## src/rtl/mbox_pkg.sv

```systemverilog
package mbox_pkg;

    typedef enum logic [0:0] {
        ST_IDLE = 1'b0,
        ST_FOLD = 1'b1
    } mbox_state_t;

    localparam int OFF_CMD   = 0;
    localparam int OFF_CRC   = 1;
    localparam int OFF_ADRHI = 2;
    localparam int OFF_ADRLO = 3;
    localparam int OFF_DATHI = 4;
    localparam int OFF_DATLO = 5;

    localparam int BIT_EXEC  = 15;
    localparam int BIT_WRITE = 14;
    localparam int BIT_CLEAR = 12;
    localparam int BIT_BUSY  = 8;

    // one byte into a non-reflected CRC-16, MSB first
    function automatic logic [15:0] crc16_step(input logic [15:0] cur,
                                               input logic [7:0]  b,
                                               input logic [15:0] poly);
        logic [15:0] c;
        logic        fb;
        c = cur;
        for (int i = 7; i >= 0; i--) begin
            fb = c[15] ^ b[i];
            c  = {c[14:0], 1'b0} ^ (fb ? poly : 16'h0000);
        end
        return c;
    endfunction

endpackage

```

## src/rtl/mbox_regs.sv

```systemverilog
module mbox_regs
    import mbox_pkg::*;
#(
    parameter int          AW   = 16,
    parameter logic [15:0] BASE = 16'h0200
) (
    input  logic          clk,
    input  logic          rst_n,
    input  logic          host_we,
    input  logic [AW-1:0] host_addr,
    input  logic [15:0]   host_wdata,
    input  logic          advance,
    output logic [15:0]   addr_hi,
    output logic [15:0]   addr_lo,
    output logic [15:0]   data_hi,
    output logic [15:0]   data_lo
);
    localparam logic [AW-1:0] A_ADRHI = AW'(BASE + OFF_ADRHI);
    localparam logic [AW-1:0] A_ADRLO = AW'(BASE + OFF_ADRLO);
    localparam logic [AW-1:0] A_DATHI = AW'(BASE + OFF_DATHI);
    localparam logic [AW-1:0] A_DATLO = AW'(BASE + OFF_DATLO);

    logic [15:0] hi_q;
    logic [13:0] lo_q;
    logic [29:0] word_next;

    assign word_next = {hi_q, lo_q} + 30'd1;

    always_ff @(posedge clk or negedge rst_n) begin
        if (!rst_n) begin
            hi_q    <= '0;
            lo_q    <= '0;
            data_hi <= '0;
            data_lo <= '0;
        end else begin
            if (advance) begin
                hi_q <= word_next[29:14];
                lo_q <= word_next[13:0];
            end else if (host_we && host_addr == A_ADRHI) begin
                hi_q <= host_wdata;
            end else if (host_we && host_addr == A_ADRLO) begin
                lo_q <= host_wdata[15:2];
            end
            if (host_we && host_addr == A_DATHI) data_hi <= host_wdata;
            if (host_we && host_addr == A_DATLO) data_lo <= host_wdata;
        end
    end

    assign addr_hi = hi_q;
    assign addr_lo = {lo_q, 2'b00};

endmodule

```

## src/rtl/mbox_crc16.sv

```systemverilog
module mbox_crc16
    import mbox_pkg::*;
#(
    parameter logic [15:0] POLY = 16'h1021
) (
    input  logic        clk,
    input  logic        rst_n,
    input  logic        clear,
    input  logic        load,
    input  logic [31:0] word,
    input  logic        fold_en,
    input  logic [1:0]  byte_sel,
    output logic [15:0] crc
);
    logic [31:0] word_q;
    logic [7:0]  cur_byte;

    always_comb begin
        unique case (byte_sel)
            2'd3:    cur_byte = word_q[31:24];
            2'd2:    cur_byte = word_q[23:16];
            2'd1:    cur_byte = word_q[15:8];
            default: cur_byte = word_q[7:0];
        endcase
    end

    always_ff @(posedge clk or negedge rst_n) begin
        if (!rst_n) begin
            crc    <= '0;
            word_q <= '0;
        end else begin
            if (load) word_q <= word;
            if (clear)        crc <= '0;
            else if (fold_en) crc <= crc16_step(crc, cur_byte, POLY);
        end
    end

endmodule

```

## src/rtl/mbox_fsm.sv

```systemverilog
module mbox_fsm
    import mbox_pkg::*;
#(
    parameter int NBYTES = 4
) (
    input  logic       clk,
    input  logic       rst_n,
    input  logic       cmd_hit,
    input  logic       cmd_exec,
    input  logic       cmd_write,
    input  logic       cmd_clear,
    output logic       accept,
    output logic       crc_clear,
    output logic       busy,
    output logic       fold_en,
    output logic [1:0] byte_sel
);
    localparam int CW = $clog2(NBYTES);

    mbox_state_t   state, state_nx;
    logic [CW-1:0] cnt, cnt_nx;

    // next state
    always_comb begin
        state_nx = state;
        cnt_nx   = cnt;
        unique case (state)
            ST_IDLE: begin
                if (cmd_hit && cmd_exec && cmd_write) begin
                    state_nx = ST_FOLD;
                    cnt_nx   = '0;
                end
            end
            ST_FOLD: begin
                if (cnt == CW'(NBYTES - 1)) begin
                    state_nx = ST_IDLE;
                end
                cnt_nx = cnt + 1'b1;
            end
            default: state_nx = ST_IDLE;
        endcase
    end

    // state register
    always_ff @(posedge clk or negedge rst_n) begin
        if (!rst_n) begin
            state <= ST_IDLE;
            cnt   <= '0;
        end else begin
            state <= state_nx;
            cnt   <= cnt_nx;
        end
    end

    // outputs
    always_comb begin
        accept    = 1'b0;
        crc_clear = 1'b0;
        busy      = 1'b0;
        fold_en   = 1'b0;
        byte_sel  = 2'(NBYTES - 1 - int'(cnt));
        unique case (state)
            ST_IDLE: begin
                accept    = cmd_hit && cmd_exec && cmd_write;
                crc_clear = cmd_hit && cmd_clear;
            end
            ST_FOLD: begin
                busy    = 1'b1;
                fold_en = 1'b1;
            end
            default: ;
        endcase
    end

endmodule

```

## src/rtl/mbox_crc_writer.sv

```systemverilog
module mbox_crc_writer
    import mbox_pkg::*;
#(
    parameter int          AW   = 16,
    parameter logic [15:0] BASE = 16'h0200,
    parameter logic [15:0] POLY = 16'h1021
) (
    input  logic          clk,
    input  logic          rst_n,
    input  logic          host_we,
    input  logic [AW-1:0] host_addr,
    input  logic [15:0]   host_wdata,
    output logic [15:0]   host_rdata,
    output logic          mem_we_o,
    output logic [31:0]   mem_addr_o,
    output logic [31:0]   mem_wdata_o
);
    localparam logic [AW-1:0] A_CMD   = AW'(BASE + OFF_CMD);
    localparam logic [AW-1:0] A_CRC   = AW'(BASE + OFF_CRC);
    localparam logic [AW-1:0] A_ADRHI = AW'(BASE + OFF_ADRHI);
    localparam logic [AW-1:0] A_ADRLO = AW'(BASE + OFF_ADRLO);
    localparam logic [AW-1:0] A_DATHI = AW'(BASE + OFF_DATHI);
    localparam logic [AW-1:0] A_DATLO = AW'(BASE + OFF_DATLO);

    logic [15:0] addr_hi, addr_lo, data_hi, data_lo;
    logic [15:0] crc;
    logic        cmd_hit, accept, crc_clear, busy, fold_en;
    logic [1:0]  byte_sel;

    assign cmd_hit = host_we && (host_addr == A_CMD);

    mbox_regs #(.AW(AW), .BASE(BASE)) u_regs (
        .clk        (clk),
        .rst_n      (rst_n),
        .host_we    (host_we),
        .host_addr  (host_addr),
        .host_wdata (host_wdata),
        .advance    (accept),
        .addr_hi    (addr_hi),
        .addr_lo    (addr_lo),
        .data_hi    (data_hi),
        .data_lo    (data_lo)
    );

    mbox_fsm #(.NBYTES(4)) u_fsm (
        .clk       (clk),
        .rst_n     (rst_n),
        .cmd_hit   (cmd_hit),
        .cmd_exec  (host_wdata[BIT_EXEC]),
        .cmd_write (host_wdata[BIT_WRITE]),
        .cmd_clear (host_wdata[BIT_CLEAR]),
        .accept    (accept),
        .crc_clear (crc_clear),
        .busy      (busy),
        .fold_en   (fold_en),
        .byte_sel  (byte_sel)
    );

    mbox_crc16 #(.POLY(POLY)) u_crc (
        .clk      (clk),
        .rst_n    (rst_n),
        .clear    (crc_clear),
        .load     (accept),
        .word     ({data_hi, data_lo}),
        .fold_en  (fold_en),
        .byte_sel (byte_sel),
        .crc      (crc)
    );

    always_ff @(posedge clk or negedge rst_n) begin
        if (!rst_n) begin
            mem_we_o    <= 1'b0;
            mem_addr_o  <= '0;
            mem_wdata_o <= '0;
        end else begin
            mem_we_o <= accept;
            if (accept) begin
                mem_addr_o  <= {addr_hi, addr_lo};
                mem_wdata_o <= {data_hi, data_lo};
            end
        end
    end

    always_comb begin
        host_rdata = '0;
        unique case (host_addr)
            A_CMD:   host_rdata[BIT_BUSY] = busy;
            A_CRC:   host_rdata = crc;
            A_ADRHI: host_rdata = addr_hi;
            A_ADRLO: host_rdata = addr_lo;
            A_DATHI: host_rdata = data_hi;
            A_DATLO: host_rdata = data_lo;
            default: host_rdata = '0;
        endcase
    end

endmodule

```

## config.mk

```make
export PLATFORM = sky130hd
export DESIGN_NAME = mbox_crc_writer
export DESIGN_NICKNAME = d
export VERILOG_FILES = /design/src/rtl/mbox_pkg.sv /design/src/rtl/mbox_regs.sv /design/src/rtl/mbox_crc16.sv /design/src/rtl/mbox_fsm.sv /design/src/rtl/mbox_crc_writer.sv
export SDC_FILE = /design/constraint.sdc
export NUM_CORES = 1
export LEC_CHECK = 0
export BUFFER_PORTS_ARGS = -buffer_cell sky130_fd_sc_hd__buf_4
export CORE_MARGIN = 5
export CORE_UTILIZATION = 64
export CTS_CLUSTER_DIAMETER = 150
export DETAILED_ROUTE_END_ITERATION = 6
export GPL_TIMING_DRIVEN = 0
export PLACE_DENSITY_LB_ADDON = 0.12
export REMOVE_ABC_BUFFERS = 1
export SYNTH_ARGS = -nofsm -noshare
export SYNTH_HDL_FRONTEND = slang
export SYNTH_HIERARCHICAL = 1
export SYNTH_SLANG_ARGS = --single-unit
```

## constraint.sdc

```tcl
create_clock -name clk -period 4.15 [get_ports clk]
set_clock_uncertainty 0.15 [all_clocks]
set_input_delay 0.415 -clock clk [delete_from_list [all_inputs] [get_ports clk]]
set_output_delay 0.415 -clock clk [all_outputs]
set_load 0.02 [all_outputs]
```

==> results of run 1 <==
==> path summary, 6_finish.rpt <==
kind	end	cells past startpoint	slack (ns)
worst max-delay path	u_regs/addr_hi[4]	13	0.41
worst min register to register	u_crc/word_q[28]	1	0.36
min in group asynchronous	mem_we_o	2	0.33
worst max register to register	u_crc/crc[7]	6	1.01
max in group asynchronous	mem_wdata_o[23]	3	2.54
worst min-delay path	u_regs/data_lo[1]	2	0.12
==> flip-flops by register name, summed over array words and instances (netlist names) <==
register and count:
mem_we_o 1, u_regs/lo_q 14, mem_wdata_o 32, u_regs/data_lo 16
u_fsm/state 1, mem_addr_o 32, u_regs/data_hi 16, u_fsm/cnt 2
u_regs/addr_hi 16, u_crc/crc 16, u_crc/word_q 32
==> kinds of logic (layout without fill, tap and decap cells) <==
logic type      count (synthesis)  count (layout)  synth area share (%)
fa+ha+maj                       2               2                 0.276
flops                         178             178                  49.1
xor+xnor                       11              11                  1.60
simple gates                  194             195                  11.5
mux                           195             195                  24.2
compound gates                131             131                  9.54
buf+inv                        65             166                  3.74
other cells                     1               2                0.0413
==> through the flow <==
step	cells	cell area [µm²]	total power [mW]
3_5_place_dp	1025	10000	1.91
6_report	1060	10700	3.66
3_3_place_gp	1020	9880	1.90
4_1_cts	1059	10700	3.68
2_1_floorplan	725	8790	1.80
5_1_grt	1060	10700	3.76
==> synth_stat cells, types with 5 or more instances <==
master | n | area [µm²]
a21oi_1 | 49 | 245
nand4_1 | 10 | 62.6
nand2_1 | 41 | 154
a211o_1 | 14 | 123
and3_1 | 7 | 43.8
mux2_2 | 151 | 1700
nor2b_1 | 6 | 37.5
o311ai_0 | 5 | 43.8
nand3_1 | 15 | 75.1
buf_2 | 17 | 85.1
o21ai_0 | 17 | 85.1
or3_1 | 7 | 43.8
dfrtp_1 | 178 | 4450
clkbuf_1 | 20 | 75.1
nor2_1 | 48 | 180
inv_1 | 12 | 45.0
buf_4 | 7 | 52.6
xnor2_1 | 7 | 61.3
nor3_1 | 12 | 60.1
a211oi_1 | 7 | 52.6
mux2i_1 | 40 | 400
o211ai_1 | 6 | 45.0
nand3b_1 | 6 | 45.0
o22ai_1 | 5 | 31.3
nor4_1 | 6 | 37.5
==> per-layer routing <==
layer / GRT usage (%) / wire length [µm]
met1: 42.2 / 10200
met2: 48.0 / 11900
met3: 6.02 / 1870
met4: 12.0 / 753
met5: 0 / 0
==> power by group through the flow <==
stage          clock (mW)  combinational [mW]  sequential [mW]
2_1_floorplan           0              0.0307             1.77
3_3_place_gp            0               0.131             1.77
3_5_place_dp            0               0.140             1.77
4_1_cts              1.80               0.142             1.73
5_1_grt              1.87               0.153             1.73
6_report             1.78               0.141             1.74
==> area by class of cell <==
| type | count | area (µm²) | share of cell area (%) |
|---|---|---|---|
| clock inverter | 14 | 213 | 1.99 |
| timing repair buffer | 122 | 1010 | 9.45 |
| sequential | 178 | 4460 | 41.6 |
| clock buffer | 18 | 439 | 4.10 |
| inverter | 12 | 45.0 | 0.421 |
| multi-input combinational | 536 | 4310 | 40.3 |
| tap | 180 | 225 | 2.11 |
==> timing repair <==
item                       in CTS  in global routing
gates cloned                    1                  0
resized for setup               1                  0
hold buffers                    1                  0
hold endpoints to repair       50                  0
setup endpoints to repair       2                  2
pin swaps                       1                  1
buffers inserted                0                  1
==> metrics.cfg, run 1 <==
[global_route]
first_global_vias=6983
grt_max_degree=129
antenna_found_initial=0
track_usage_pct=30.5
grt_remaining_overflow=0
grt_first_pass_wirelength_mm=38.9

[critical_path]
crit_chain=buf_4, nor4_2, nand4_4, and4bb_2, nand3_1, nor2_4, buf_12, buf_12, nand2_1, or4_1, or2_1, or3_1, nand3_1
arrival_ns=3.95
path_delay_family=simple AND/OR/NAND/NOR gates
slowest_stage=or4_1
r2r-start=u_fsm/cnt[1]
max_stage_delay_ns=0.48
critPathBufInv=3
required_ns=4.36
cp_max_fo=37
worstSetupEndpointType=register
start_kind=input pin
crit_type=in2reg
startpoint=host_addr[11]

[final_layout]
final_cell_mix=177 x dfrtp_1, 151 x mux2_2, 115 x buf_4
nNetsFinal=904
area.growth.synth_to_final_pct=17.9
utilization_pct=77.1
fillers=907
final_layout_size_suffix_gt1_share_pct=38.2
antenna-diode-count=0
final_common_cell=dfrtp_1

[clock_network]
cts-root-buf=clkbuf_16
numCtsBuffers=17
clk_latency_ns=0.43
cts_tree=built
ctsLongestPathBuffers=2
h-tree-depth=4
clk_pin_slew_ns=0.07
numClockSinks=178

[route]
viasPerCell=6.48
routedWlPerCell_um=23.3
ant_nets=0
drtPass1Iterations=6
vias=6874
drc=0
drt_first_iter_violations=608
wl_mm=24.7

[floorplanning]
coreArea_um2=13900
top_level_ports=116
die_w_um=129
start_util_pct=65.4
die-area_um2=16700
row_count=43
fp.dieH_um=129

[yosys]
syn_area_um2=9080
yosysWarnings=6
synthCells=777
synth_edf_count=0
synth_cell_types=70
synth_ff_type=dfrtp_1
synthArstFlopShare_pct=100
synth-seq-cells=178
avgSynthCellArea_um2=11.7
yosysSeqAreaShare_pct=49.1

[timing]
hold_ws_ns=0.119
finalSetupTns_ns=0
fmax_mhz=268
fin_crit_ns=3.74
rsz0062_at_grt=no
setup_slack_ns=0.412
setup_viol=0
worst_pin_slew_ns=1.46
maxSlewViolCount=0
fin_crit_sh_pct=90.1
finalHoldViolations=0
slew_headroom_pct=2.38

[pwr]
p_sw_share_pct=22.7
combPwrFrac_pct=3.9
pwr-share-clk_pct=48.7
vdd_drop_max_v=0.000258
power_density_nw_per_um2=342
p_leak_nw=5.14
switchingPower_mw=0.829
seqPwrFrac_pct=47.4
internal-power_mw=2.83

[place]
dp_slack_ns=-0.526
port_buffers=115
place_hpwl_mm=16.6
place.gp.congestion=0.852

[outcome]
violations=max-capacitance violations
status=complete, but fails checks

[min_path]
hold_path.class=in2reg
hold_start=host_wdata[1]

[flow_run]
maxCapViolations=1

Power figures use the tool's default switching activity.
==> run 2: changes to the inputs <==
- ABC_CLOCK_PERIOD_IN_PS: unset -> 4150
- CORE_ASPECT_RATIO: unset -> 1.4
==> metrics.cfg, run 2 (same netlist as run 1, synthesis figures left out) <==
[flow_run]
maxCapViolations=0

[final_layout]
final_common_cell=dfrtp_1
top_regs=mem_addr_o: 32 flops, mem_wdata_o: 32 flops, u_crc/word_q: 32 flops
seqCellArea_um2=4450
final_layout_size_suffix_gt1_share_pct=37.9
final_cell_mix=178 x dfrtp_1, 151 x mux2_2, 115 x buf_4
antenna-diode-count=0
nNetsFinal=903
fillers=914
multi_input_area_um2=4300
postLayoutCellArea_um2=10600
area.growth.synth_to_final_pct=16.8

[critical_path]
crit_chain=buf_4, nor4b_2, nand4_4, and4bb_2, nand3_1, nor2_4, buf_12, buf_12, nand2_1, or4_1, or2_1, or3_1, nand3_1
arrival_ns=3.97
reg2regPathDepth=6
r2r-start=u_fsm/state
rr_endpoint=u_regs/addr_hi[1]
slowest_stage=or4_1
start_kind=input pin
crit_type=in2reg
rrSetupSlack_ns=0.83
required_ns=4.37
worstSetupEndpointType=register
cp_max_fo=34
max_stage_delay_ns=0.50

[route]
wl_mm=25.3
drt_first_iter_violations=474
drtPass1Iterations=5
routedWlPerCell_um=23.8
vias=6893
drc=0
ant_nets=0
viasPerCell=6.48

[timing]
fin_crit_sh_pct=90.4
worst_pin_slew_ns=1.32
slew_headroom_pct=11.7
setup_viol=0
fmax_mhz=266
finalHoldViolations=0
fin_crit_ns=3.75
rsz0062_at_grt=no
maxSlewViolCount=0

[clock_network]
cts_tree=built
cts-root-buf=clkbuf_16
numCtsBuffers=17
clk_pin_slew_ns=0.07
clk_latency_ns=0.43
ctsLongestPathBuffers=2
numClockSinks=178
h-tree-depth=4

[min_path]
holdPathEnd=u_regs/addr_hi[6]
whs_path_depth=3
hold_path.class=in2reg
hold_start=host_wdata[6]

[place]
place_hpwl_mm=17.6
post_dp_cell_area_um2=10000
port_buffers=115
place.gp.congestion=0.913

[global_route]
first_global_vias=7331
grt_max_degree=112
track_usage_pct=30.8
grt_first_pass_wirelength_mm=39.9
antenna_found_initial=0
grt_remaining_overflow=0

[floorplanning]
top_level_ports=116
coreArea_um2=13900
die-area_um2=16700
row_count=51
start_util_pct=65.3
fp.dieH_um=151
die_w_um=111

[outcome]
status=finished, final reports clean

[pwr]
vdd_drop_max_v=0.000260
p_leak_nw=5.10
power.total_mw=3.44
power_density_nw_per_um2=324

## run 2: where the power goes
group | switching [mW] | leakage (nW) | internal (mW)
Combinational | 0.0971 | 2.40 | 0.0462
Clock | 0.705 | 0.280 | 0.854
Sequential | 0.000848 | 2.41 | 1.73
Total | 0.803 | 5.10 | 2.63
## run 2: repair_timing
action,4_1_cts,5_1_grt
endpoints found under the hold margin,67,0
hold buffers,1,0
resized for setup,1,0
pin swaps,0,1
endpoints found under the setup margin,2,2
setup buffers,0,1
## run 2: how the worst max path moves through the flow
stage,from,end,slack [ns]
final,host_addr[7],u_regs/addr_hi[6],0.40
after global routing,host_addr[7],u_regs/addr_hi[6],0.24
after CTS,host_addr[11],u_regs/addr_hi[6],0.12
after detailed placement,host_addr[11],u_regs/addr_hi[6],-0.47
after global placement,host_addr[7],u_regs/lo_q[5],-9.77
after floorplan,host_addr[7],u_regs/addr_hi[14],-5.19
## run 2: metal layers
layer	track usage, %	vias to the layer above	share of wire [%]
met2	54.5	321	52
met5	0	-	0
li1	-	3036	-
met4	15.5	0	4.2
met1	36.1	3459	37
met3	5.76	77	6.4
## run 2: per-stage QoR
stage | util (%) | std cells | setup TNS [ns] | hold WS (ns) | setup slack, ns
2_1_floorplan | - | 725 | -465.86 | -0.0306 | -5.19
3_3_place_gp | 71.0 | 1025 | -854.32 | 0.335 | -9.77
3_5_place_dp | 72.0 | 1030 | -1.78 | 0.254 | -0.467
4_1_cts | 76.2 | 1063 | 0 | 0.107 | 0.116
5_1_grt | 76.2 | 1064 | 0 | 0.117 | 0.242
6_report | 76.2 | 1064 | 0 | 0.123 | 0.398
## run 2: layout make-up
class / count / area share (%)
clock inverters: 13 / 1.18
repair buffers: 122 / 9.46
flip-flops and latches: 178 / 42.0
inverters: 12 / 0.425
clock buffers: 19 / 4.18
multi-input cells: 535 / 40.6
well taps: 185 / 2.18
## run 2: worst max-delay path: cells and delay by family
family        cells  cell delay, ns
simple gates     10            2.97
buf+inv           3            0.57
